[config.mk]
export PLATFORM = sky130hd
export DESIGN_NAME = tdm_tx_serializer
export DESIGN_NICKNAME = d
export VERILOG_FILES = /design/src/rtl/tdm_tx_pkg.sv /design/src/rtl/tdm_tx_edge.sv /design/src/rtl/tdm_tx_pos.sv /design/src/rtl/tdm_tx_serializer.sv
export SDC_FILE = /design/constraint.sdc
export NUM_CORES = 1
export LEC_CHECK = 0
export BUFFER_PORTS_ARGS = -buffer_cell sky130_fd_sc_hd__clkbuf_2
export CORE_MARGIN = 1
export CORE_UTILIZATION = 55
export DETAILED_ROUTE_END_ITERATION = 10
export MAX_ROUTING_LAYER = met4
export PLACE_DENSITY = 0.77
export SLEW_MARGIN = 10
export SYNTH_ARGS = -nofsm -noshare
export SYNTH_HDL_FRONTEND = slang
export SYNTH_SLANG_ARGS = --single-unit
export TNS_END_PERCENT = 30
[constraint.sdc]
create_clock -name clk -period 123.9 [get_ports clk]
set_clock_uncertainty 0.15 [all_clocks]
set_input_delay 24.78 -clock clk [delete_from_list [all_inputs] [get_ports clk]]
set_output_delay 24.78 -clock clk [all_outputs]
set_load 0.01 [all_outputs]
[src/rtl/tdm_tx_pkg.sv]
package tdm_tx_pkg;
  localparam int SLOTS   = 16;
  localparam int SLOT_W  = $clog2(SLOTS);
  localparam int DATA_W  = 32;
  localparam int BIT_W   = $clog2(DATA_W);
  localparam int SW_W    = BIT_W + 1;

  // encoded width to bit count, 0 for an illegal code
  function automatic logic [SW_W-1:0] slot_bits(input logic [4:0] code);
    case (code)
      5'h04:   return SW_W'(16);
      5'h08:   return SW_W'(20);
      5'h0C:   return SW_W'(24);
      5'h10:   return SW_W'(32);
      default: return '0;
    endcase
  endfunction

  function automatic logic [SLOTS-1:0] range_mask(input logic [SLOT_W-1:0] last);
    logic [SLOTS-1:0] r;
    for (int i = 0; i < SLOTS; i++) r[i] = (SLOT_W'(i) <= last);
    return r;
  endfunction

  // keep only the lowest n set bits
  function automatic logic [SLOTS-1:0] crop_active(input logic [SLOTS-1:0] act,
                                                   input logic [4:0] n);
    logic [SLOTS-1:0] r;
    logic [5:0]       cnt;
    r   = '0;
    cnt = '0;
    for (int i = 0; i < SLOTS; i++) begin
      if (act[i] && (cnt < {1'b0, n})) begin
        r[i] = 1'b1;
        cnt  = cnt + 6'd1;
      end
    end
    return r;
  endfunction

  function automatic logic pick_bit(input logic [DATA_W-1:0] d, input logic [BIT_W-1:0] idx,
                                    input logic [SW_W-1:0] sw, input logic lsb);
    logic [SW_W-1:0] p;
    if ({1'b0, idx} >= sw) return 1'b0;
    if (lsb) return d[idx];
    p = sw - SW_W'(1) - {1'b0, idx};
    return d[p[BIT_W-1:0]];
  endfunction
endpackage

[src/rtl/tdm_tx_edge.sv]
module tdm_tx_edge (
  input  logic clk,
  input  logic rst_n,
  input  logic clr,
  input  logic bclk,
  input  logic bclk_inv,
  input  logic fs_line,
  output logic launch,
  output logic frame_start
);
  logic bclk_q, fs_prev;

  assign launch      = (bclk ^ bclk_q) & (bclk ^ bclk_inv);
  assign frame_start = launch & fs_line & ~fs_prev;

  always_ff @(posedge clk or negedge rst_n) begin
    if (!rst_n) begin
      bclk_q  <= 1'b0;
      fs_prev <= 1'b0;
    end else begin
      bclk_q <= bclk;
      if (clr)         fs_prev <= 1'b0;
      else if (launch) fs_prev <= fs_line;
    end
  end
endmodule

[src/rtl/tdm_tx_pos.sv]
module tdm_tx_pos import tdm_tx_pkg::*; #(
  parameter int FIRST_W = 5
) (
  input  logic              clk,
  input  logic              rst_n,
  input  logic              clr,
  input  logic              launch,
  input  logic              frame_start,
  input  logic              enable,
  input  logic [FIRST_W-1:0] first_bit,
  input  logic [SLOT_W-1:0] slots_m1,
  input  logic [SW_W-1:0]   slot_w,
  output logic              nxt_live,
  output logic [SLOT_W-1:0] nxt_slot,
  output logic [BIT_W-1:0]  nxt_bit
);
  logic               run_q, done_q, n_run, n_done;
  logic [FIRST_W-1:0] dly_q, n_dly;
  logic [SLOT_W-1:0]  slot_q;
  logic [BIT_W-1:0]   bit_q;

  always_comb begin
    n_run    = run_q;
    n_done   = done_q;
    n_dly    = dly_q;
    nxt_slot = slot_q;
    nxt_bit  = bit_q;
    if (frame_start) begin
      n_run    = enable & (slot_w != '0);
      n_done   = 1'b0;
      n_dly    = first_bit;
      nxt_slot = '0;
      nxt_bit  = '0;
    end else if (run_q && !done_q) begin
      if (dly_q != '0) begin
        n_dly = dly_q - FIRST_W'(1);
      end else if ({1'b0, bit_q} == slot_w - SW_W'(1)) begin
        nxt_bit = '0;
        if (slot_q == slots_m1) n_done = 1'b1;
        else                    nxt_slot = slot_q + SLOT_W'(1);
      end else begin
        nxt_bit = bit_q + BIT_W'(1);
      end
    end
    nxt_live = n_run & ~n_done & (n_dly == '0);
  end

  always_ff @(posedge clk or negedge rst_n) begin
    if (!rst_n) begin
      run_q <= 1'b0; done_q <= 1'b0; dly_q <= '0; slot_q <= '0; bit_q <= '0;
    end else if (clr) begin
      run_q <= 1'b0; done_q <= 1'b0; dly_q <= '0; slot_q <= '0; bit_q <= '0;
    end else if (launch) begin
      run_q  <= n_run;
      done_q <= n_done;
      dly_q  <= n_dly;
      slot_q <= nxt_slot;
      bit_q  <= nxt_bit;
    end
  end
endmodule

[src/rtl/tdm_tx_serializer.sv]
module tdm_tx_serializer import tdm_tx_pkg::*; #(
  parameter int NSYNC      = 7,
  parameter int FIRST_W    = 5,
  parameter int RST_CYCLES = 8
) (
  input  logic               clk,
  input  logic               rst_n,
  input  logic               bclk,
  input  logic [NSYNC-1:0]   fsync_in,
  input  logic               cfg_enable,
  input  logic               cfg_soft_rst,
  input  logic [3:0]         cfg_slots_m1,
  input  logic [4:0]         cfg_width_code,
  input  logic [4:0]         cfg_samp_code,
  input  logic [FIRST_W-1:0] cfg_first_bit,
  input  logic               cfg_bclk_inv,
  input  logic               cfg_lsb_first,
  input  logic [15:0]        cfg_slot_mask,
  input  logic [4:0]         cfg_nchans,
  input  logic [2:0]         cfg_sync_sel,
  input  logic [31:0]        s_data,
  input  logic               s_valid,
  output logic               s_ready,
  output logic               sdata,
  output logic               underrun,
  output logic               rst_busy
);
  localparam int RC_W = (RST_CYCLES > 1) ? $clog2(RST_CYCLES) : 1;

  logic            busy_q, clr_w;
  logic [RC_W-1:0] rc_q;
  logic            fs_line, launch_raw, fstart_raw, launch_g, frame_start_g;
  logic [SW_W-1:0] slot_w, samp_raw, samp_w;
  logic [SLOTS-1:0] act_mask;
  logic            nxt_live, slot_begin, take, miss, nxt_val;
  logic [SLOT_W-1:0] nxt_slot;
  logic [BIT_W-1:0]  nxt_bit;
  logic [DATA_W-1:0] smp_q, new_smp, cur_smp;
  logic            sdata_q, underrun_q;

  // self-clearing soft reset
  always_ff @(posedge clk or negedge rst_n) begin
    if (!rst_n) begin
      busy_q <= 1'b0;
      rc_q   <= '0;
    end else if (cfg_soft_rst) begin
      busy_q <= 1'b1;
      rc_q   <= RC_W'(RST_CYCLES - 1);
    end else if (busy_q) begin
      if (rc_q == '0) busy_q <= 1'b0;
      else            rc_q   <= rc_q - RC_W'(1);
    end
  end
  assign clr_w    = cfg_soft_rst | busy_q;
  assign rst_busy = busy_q;

  always_comb begin
    fs_line = 1'b0;
    for (int i = 0; i < NSYNC; i++)
      if (cfg_sync_sel == 3'(i + 1)) fs_line = fsync_in[i];
  end

  tdm_tx_edge u_edge (
    .clk(clk), .rst_n(rst_n), .clr(clr_w), .bclk(bclk), .bclk_inv(cfg_bclk_inv),
    .fs_line(fs_line), .launch(launch_raw), .frame_start(fstart_raw)
  );
  assign launch_g      = launch_raw & ~clr_w;
  assign frame_start_g = fstart_raw & ~clr_w;

  assign slot_w   = slot_bits(cfg_width_code);
  assign samp_raw = slot_bits(cfg_samp_code);
  assign samp_w   = (samp_raw > slot_w) ? slot_w : samp_raw;
  assign act_mask = crop_active(~cfg_slot_mask & range_mask(cfg_slots_m1), cfg_nchans);

  tdm_tx_pos #(.FIRST_W(FIRST_W)) u_pos (
    .clk(clk), .rst_n(rst_n), .clr(clr_w), .launch(launch_g), .frame_start(frame_start_g),
    .enable(cfg_enable), .first_bit(cfg_first_bit), .slots_m1(cfg_slots_m1),
    .slot_w(slot_w), .nxt_live(nxt_live), .nxt_slot(nxt_slot), .nxt_bit(nxt_bit)
  );

  assign slot_begin = launch_g & nxt_live & (nxt_bit == '0);
  assign s_ready    = slot_begin & act_mask[nxt_slot];
  assign take       = s_ready & s_valid;
  assign miss       = s_ready & ~s_valid;
  assign new_smp    = take ? s_data : '0;
  assign cur_smp    = slot_begin ? new_smp : smp_q;
  assign nxt_val    = nxt_live & act_mask[nxt_slot] &
                      pick_bit(cur_smp, nxt_bit, samp_w, cfg_lsb_first);

  always_ff @(posedge clk or negedge rst_n) begin
    if (!rst_n) begin
      smp_q <= '0; sdata_q <= 1'b0; underrun_q <= 1'b0;
    end else if (clr_w) begin
      smp_q <= '0; sdata_q <= 1'b0; underrun_q <= 1'b0;
    end else begin
      if (slot_begin) smp_q      <= new_smp;
      if (launch_g)   sdata_q    <= nxt_val;
      if (miss)       underrun_q <= 1'b1;
    end
  end
  assign sdata    = sdata_q;
  assign underrun = underrun_q;
endmodule

**Yosys cells after proc, flatten, opt, wreduce, memory -nomap -nowiden**

Index checks and enable logic that the tools add are counted.

- Bits in registers: 56
- Latch bits: 0
- Input port bits: 90
- Logic and storage cells: 237
- Output and inout port bits: 4
- Memory bits (writable): 0
- Bits in read-only memories: 0
- Memories kept: 0

- $lt $le $gt $ge: 37
- Bitwise gates (word level): 24
- Equality and inequality tests: 18
- Shift operators: 0
- Multiplexer cells: 97
- Multipliers: 0
- $add $sub $neg: 21
- Reduce and logical (&&, ||, !) cells: 28
- Div/mod/pow operators: 0

Operators by type and width:

| kind | number |
|---|---|
| 32-bit 2-to-1 mux | 3 |
| 6-bit by 5-bit less-than comparator with 1-bit output | 15 |
| 6-bit 2-to-1 mux | 15 |
| 6-bit by 1-bit adder with 6-bit output (second input constant) | 14 |
| 5-bit 2-to-1 mux | 11 |
| 1-bit 2-to-1 mux | 53 |
| 6-bit one-hot mux with 4 select lines | 2 |
| 4-bit less-or-equal comparator (first input constant) | 8 |
| 4-bit 2-to-1 mux | 7 |
| 5-bit by 4-bit == test with 1-bit output (second input constant) | 4 |
| 1-bit logical AND | 17 |
| 16-bit bitwise AND | 1 |
| 3-bit by 4-bit less-or-equal comparator with 1-bit output (first input constant) | 4 |
| 16-bit inverter | 1 |
| 1-bit bitwise AND | 15 |
| 3-bit == test (second input constant) | 4 |
| 5-bit by 6-bit less-than comparator with 1-bit output (second input constant) | 2 |
| 1-bit binary-select mux with 5-bit select | 2 |
| 5-bit by 3-bit == test with 1-bit output (second input constant) | 2 |
| 5-bit == test (second input constant) | 2 |
| 5-bit logical NOT | 2 |
| 5-bit by 1-bit subtractor with 5-bit output (second input constant) | 2 |
| 3-bit 2-to-1 mux | 3 |
| 1-bit by 4-bit less-or-equal comparator with 1-bit output (first input constant) | 2 |
| 25 further kinds | 34 |

**Logic depth before layout (Yosys ltp)**

- Word-level depth: 63
- Gate-level depth with buffers: 129
- Gate-level depth less buffers: 125

**Hierarchy**

From an unflattened synthesis, not the netlist that was laid out.

- Cell total of the unflattened synthesis: 1,125
- Area total of the unflattened synthesis: 8,738.4 µm²

By module, submodules not included:

| module | cells each | sequential area each (µm²) | instances | area each (µm²) |
|---|---|---|---|---|
| tdm_tx_serializer | 901 | 950.9 | 1 | 6,942.9 |
| tdm_tx_pos | 211 | 400.4 | 1 | 1,657.8 |
| tdm_tx_edge | 13 | 50.0 | 1 | 137.6 |

**Least setup slack after synthesis**

No wires, ideal clock.

- Kind: input-to-output
- Start point: input port cfg_nchans[0]
- End point: output port s_ready
- Required time: 98.970 ns
- Buffers on the path: 5
- Stages on the path: 115
- Path slack: 48.721 ns
- Arrival: 50.249 ns
- Path through: buf_4 > clkbuf_1 > a211oi_1 > a211oi_1 > inv_1 > ha_1 > nand2b_1 > a21oi_1 > o21ai_0 > o21ai_0 > ha_1 > o21ai_0 > o211ai_1 > nand2_1 > mux2_2 > ha_1 > a2111oi_0 > a21oi_1 > [79 not listed] > xnor2_1 > ha_1 > a21o_1 > a21oi_1 > nand3_1 > a41o_1 > a21oi_2 > nand2_1 > xnor2_1 > ha_1 > a21o_1 > a2111oi_0 > and3_1 > and4_1 > o2111a_1 > o31ai_2 > and2_1 > nor3_1

- Cells in the longest elaborated chain, start to end: 51
- Elaborated cells between the ends (all ways): 80
- Those cells by class: 14 x add/sub; 16 x order compare; 33 x mux; 1 x bitwise; 16 x reduce/logical

Ends and longest elaborated chain:

| item | line | text |
|---|---|---|
| from (decl) | tdm_tx_serializer.sv:19 | `input logic [4:0] cfg_nchans,` |
| 1-bit by 5-bit less-than comparator with 1-bit output | tdm_tx_pkg.sv:33 | `if (act[i] && (cnt < {1'b0, n})) begin` |
| 1-bit logical AND | tdm_tx_pkg.sv:33 |  |
| 1-bit 2-to-1 mux | tdm_tx_pkg.sv:33 |  |
| 6-bit by 5-bit less-than comparator with 1-bit output | tdm_tx_pkg.sv:33 |  |
| 1-bit logical AND | tdm_tx_pkg.sv:33 |  |
| 6-bit 2-to-1 mux | tdm_tx_pkg.sv:33 |  |
| 6-bit by 5-bit less-than comparator with 1-bit output | tdm_tx_pkg.sv:33 |  |
| 1-bit logical AND | tdm_tx_pkg.sv:33 |  |
| [35 not listed] | -- |  |
| 1-bit logical AND | tdm_tx_pkg.sv:33 |  |
| 6-bit 2-to-1 mux | tdm_tx_pkg.sv:33 |  |
| 6-bit by 5-bit less-than comparator with 1-bit output | tdm_tx_pkg.sv:33 |  |
| 1-bit logical AND | tdm_tx_pkg.sv:33 |  |
| 1-bit 2-to-1 mux | tdm_tx_pkg.sv:33 |  |
| 1-bit binary-select mux with 4-bit select (*) | tdm_tx_serializer.sv:82 | `assign s_ready = slot_begin & act_mask[nxt_slot];` |
| 1-bit 2-to-1 mux (implied by the code) (*) | tdm_tx_serializer.sv:82 |  |
| 1-bit bitwise AND (*) | tdm_tx_serializer.sv:82 |  |
| to (decl) | tdm_tx_serializer.sv:23 | `output logic s_ready,` |

Every way passes the cells marked *; elsewhere a longest branch is shown, timed or not. The select of a mux whose other input is x is not followed.

**Worst setup path after layout**

- Start point: input port cfg_nchans[2]
- End point: output port s_ready

Same word-level chain as after synthesis.

==> summary.md <==
| Metric | Value |
|---|---|
| Portion of total power attributed to the clock network | 0.131 |
| Share of total power consumed by net switching | 0.479 |
| Initial antenna violation count | 0 |
| Overall track demand over capacity in global routing | 0.315 |
| Family with the most delay on the worst path | compound AO/OA/AOI/OAI gates |
| Detail-routed via count per cell | 6.59 |
| Crit-path max FO | 14 |
| Combinational Power Share | 0.721 |
| Number of cells on the worst reg-to-reg path | 17 |
| Reg-to-reg critical path endpoint | sdata |
| Diode count | 0 |
| Worst-case headroom to the max-slew limit | 0.378 |
| Detailed-router iteration count before antenna repair | 8 |
| Slack of the worst reg-to-reg path | 118080 ps |
| Initial Util | 0.566 |
| Global-route wire length before repair | ~40 mm |
| Reg area | around 1400 um^2 |
| Post-CTS Setup Repair Bufs | 0 |
| Post-synthesis sequential element count | between 50 and 60 |
| RSZ-0062 raised after global routing | false |
| CP peak stage delay | 840 ps |
| Critical-path cell with the highest stage delay | a2111oi_1 |
| Quantity of I/O buffers inserted on ports | 93 |
| Time the worst path needs with I/O delays and setup | 80190 ps |
| Number of buffers created by CTS | 5 |
| Cell depth of the worst min-delay path | 1 |
| Max clock buf depth | 2 |
| Layout Nets | 1281 |
| Area of combinational cells with multiple inputs | between 6000 and 7000 um^2 |
| Post-synthesis cell area | 8290 um^2 |
| Number of DRC markers in iteration 0 | 1142 |
| Result of the run | complete, but fails checks |
| Post-Synthesis Net Count | approximately 1200 |
| Max VDD drop | 0.00898 mV |
| Std-Cell Core Area | 14600 um^2 |
| Share of the clock period used by the worst path after layout | 0.647 |
| Maximum Capacitance Violations | 0 |
| Total negative slack for setup checks | 0 ps |
| Chip width | 125 um |
| Fin. max-slew vios | 0 |
| Worst Min Path Start | u_edge.fs_prev |
| Startpoint type of the worst setup path | input pin |
| Worst path arrival time | 55260 ps |
| Kind of end point of the critical path | primary output |
| P&R area growth vs syn | 9.11% |
| Reg power frac | 0.147 |
| Most common cell after layout, fill and taps aside | nand2_1 |
| Antenna Violating Nets Remaining | 0 |
| Most common flop cell mapped by yosys | dfrtp_1 |
| Pin count of the biggest net entering global routing | 57 |
| Vias in the first global route | 7723 |
| Critical register-to-register path startpoint | rst_busy |
| Warnings, synthesis | 0 |
| Resize count post-CTS | 0 |
| Total of hold buffers inserted after clock tree synthesis | 0 |
| Most frequent cell on the critical path | ha_1 |
| Cells after Synth | 1044 |
| HPWL after detailed placement | 18.0 mm |
| Count of endpoints failing hold in the final timing report | 0 |
| Remaining design rule violation count | 16 |
| Req. time, crit path | between 90000 and 100000 ps |
| Violated checks | design-rule violations |
| Number of placement rows | 44 |
| Clock sink total | 56 |
| Number of buffer and inverter instances along the worst setup path | 10 |
| Synthesized area per cell | 7.94 um^2 |
| Power dissipated by switching net loads | 0.0599 mW |
| Worst-margin pin slew | 909 ps |
| Detailed-route wire length per cell | 18.3 um |
| DIE AREA | 15600 um^2 |
| Number of I/O pins | 94 |
| Power density over the cells | roughly 14 nW/um^2 |
| Cell at the root of the clock tree | clkbuf_16 |
| Die height | approximately 120 um |
| Share of layout cells above drive strength 1 | 0.157 |
| Internal power component | ~0.065 mW |
| Filler cell count in the final layout | 1309 |
| Final core area utilization | 0.618 |
| Final wirelength | about 24 mm |
| Global-route congestion overflow total | 0 |
| Startpoint of the worst setup timing path | cfg_nchans[2] |
| Latest clock arrival within the worst-skew pair | 300 ps |
| Sequential fraction of the synthesis area | 0.169 |
| Post-synth EDFFs | 0 |
| Kind of path behind the tightest hold check | flop to flop |
| Highest attainable clock frequency | 12.5 MHz |
| Vias after detailed routing | 8548 |
| Number of endpoints failing setup at the final stage | 0 |
| Share of synthesized registers carrying an async set or reset | 1.00 |
| Leakage power | 4.21 nW |
| Kind of critical path | input pin to primary output |
| Final RePlAce weighted congestion | 1.01 |
| CTS H-tree depth | 2 |
| Top library cells by usage in the layout, fill and taps aside | nand2_1 (111), nor2_1 (99), clkbuf_2 (93), ha_1 (77), a21oi_1 (76) |
| Clock tree from TritonCTS | yes |
| Clock-pin slew reported for the worst setup and hold paths after clock tree synthesis | 70 ps |
| Distinct cell type count after synthesis | 100 |
| Sink of the worst hold path | u_edge.fs_prev |
==> Yosys cell counts (15+ instances only) <==
cell / n / area (um^2)
a211oi_1: 23 / 173
a21o_1: 18 / 135
a21oi_1: 76 / 380
a22oi_1: 21 / 158
clkbuf_1: 27 / 101
dfrtp_1: 56 / 1400
ha_1: 77 / 963
inv_1: 56 / 210
mux2i_1: 38 / 380
nand2_1: 111 / 417
nand3_1: 32 / 160
nor2_1: 99 / 372
nor3_1: 23 / 115
o21ai_0: 39 / 195
xnor2_1: 24 / 210
xor2_1: 15 / 131
==> worst max path at each step <==
| stage | to | cells past startpoint |
|---|---|---|
| after global routing | s_ready | 116 |
| final | s_ready | 114 |
| after floorplan | s_ready | 115 |
| after CTS | s_ready | 114 |
| after detailed placement | s_ready | 114 |
| after global placement | s_ready | 114 |
==> flip-flops by register name (all words and copies together) (netlist names) <==
name	cells
u_pos.bit_q	5
u_edge.bclk_q	1
rst_busy	1
u_pos.done_q	1
sdata	1
u_pos.slot_q	4
rc_q	3
smp_q	32
underrun	1
u_pos.dly_q	5
u_pos.run_q	1
u_edge.fs_prev	1
==> metrics by stage <==
stage	hold WS (ps)	cells	setup WS, ps	power, mW	cell area (um^2)
after floorplan	300	1044	48720	0.0869	8290
after global placement	310	1290	45430	0.106	8880
after detailed placement	321	1290	44420	0.107	8880
after CTS	337	1298	44350	0.124	9050
after global routing	354	1298	40820	0.135	9050
final	331	1298	43710	0.125	9050
==> worst reg2reg max path, stage by stage, from the launching register on <==
cell and delay, ps:
dfrtp_1 390, or2_2 120, buf_4 440, nor3b_1 160
nor2b_1 160, buf_4 210, nand2b_1 210, nor2_1 630
inv_1 280, ha_1 270, inv_1 60, fa_1 520
a2111oi_0 720, a22oi_1 220, a211o_1 370, a2111oi_0 500
o211a_1 240, a22o_1 120
==> power groups by stage <==
stage                     clock, mW  sequential (mW)  combinational (mW)
after floorplan                   0           0.0188              0.0681
final                        0.0164           0.0184              0.0902
after CTS                    0.0168           0.0184              0.0886
after global routing         0.0173           0.0184              0.0996
after global placement            0           0.0188              0.0876
after detailed placement          0           0.0188              0.0879
==> metal layers <==
| metal | share of wire | GRT usage |
|---|---|---|
| met1 | 0.48 | 0.454 |
| met2 | 0.43 | 0.458 |
| met3 | 0.081 | 0.0515 |
| met4 | 0.014 | 0.0697 |
| met5 | 0 | - |
==> cell type report <==
cell class / count / share of cell area
inverter: 61 / 0.0253
tap: 184 / 0.0254
clock buffer: 6 / 0.0142
clock inverter: 2 / 0.00429
multi-input combinational: 887 / 0.717
timing repair buffer: 102 / 0.0589
sequential: 56 / 0.155
==> cell families (layout without fill, tap and decap cells) <==
group | after synthesis | count (layout) | synth area share
and+or+nand+nor | 371 | 371 | 0.221
other | 1 | 1 | 0.000452
buffers and inverters | 101 | 171 | 0.0492
xor gates and xnor gates | 51 | 51 | 0.0705
DFF | 56 | 56 | 0.169
adders and majority gates | 78 | 78 | 0.119
AOI/OAI and AO/OA | 334 | 334 | 0.305
muxes | 52 | 52 | 0.0667
Note: power is estimated with default switching activity, not from simulation.
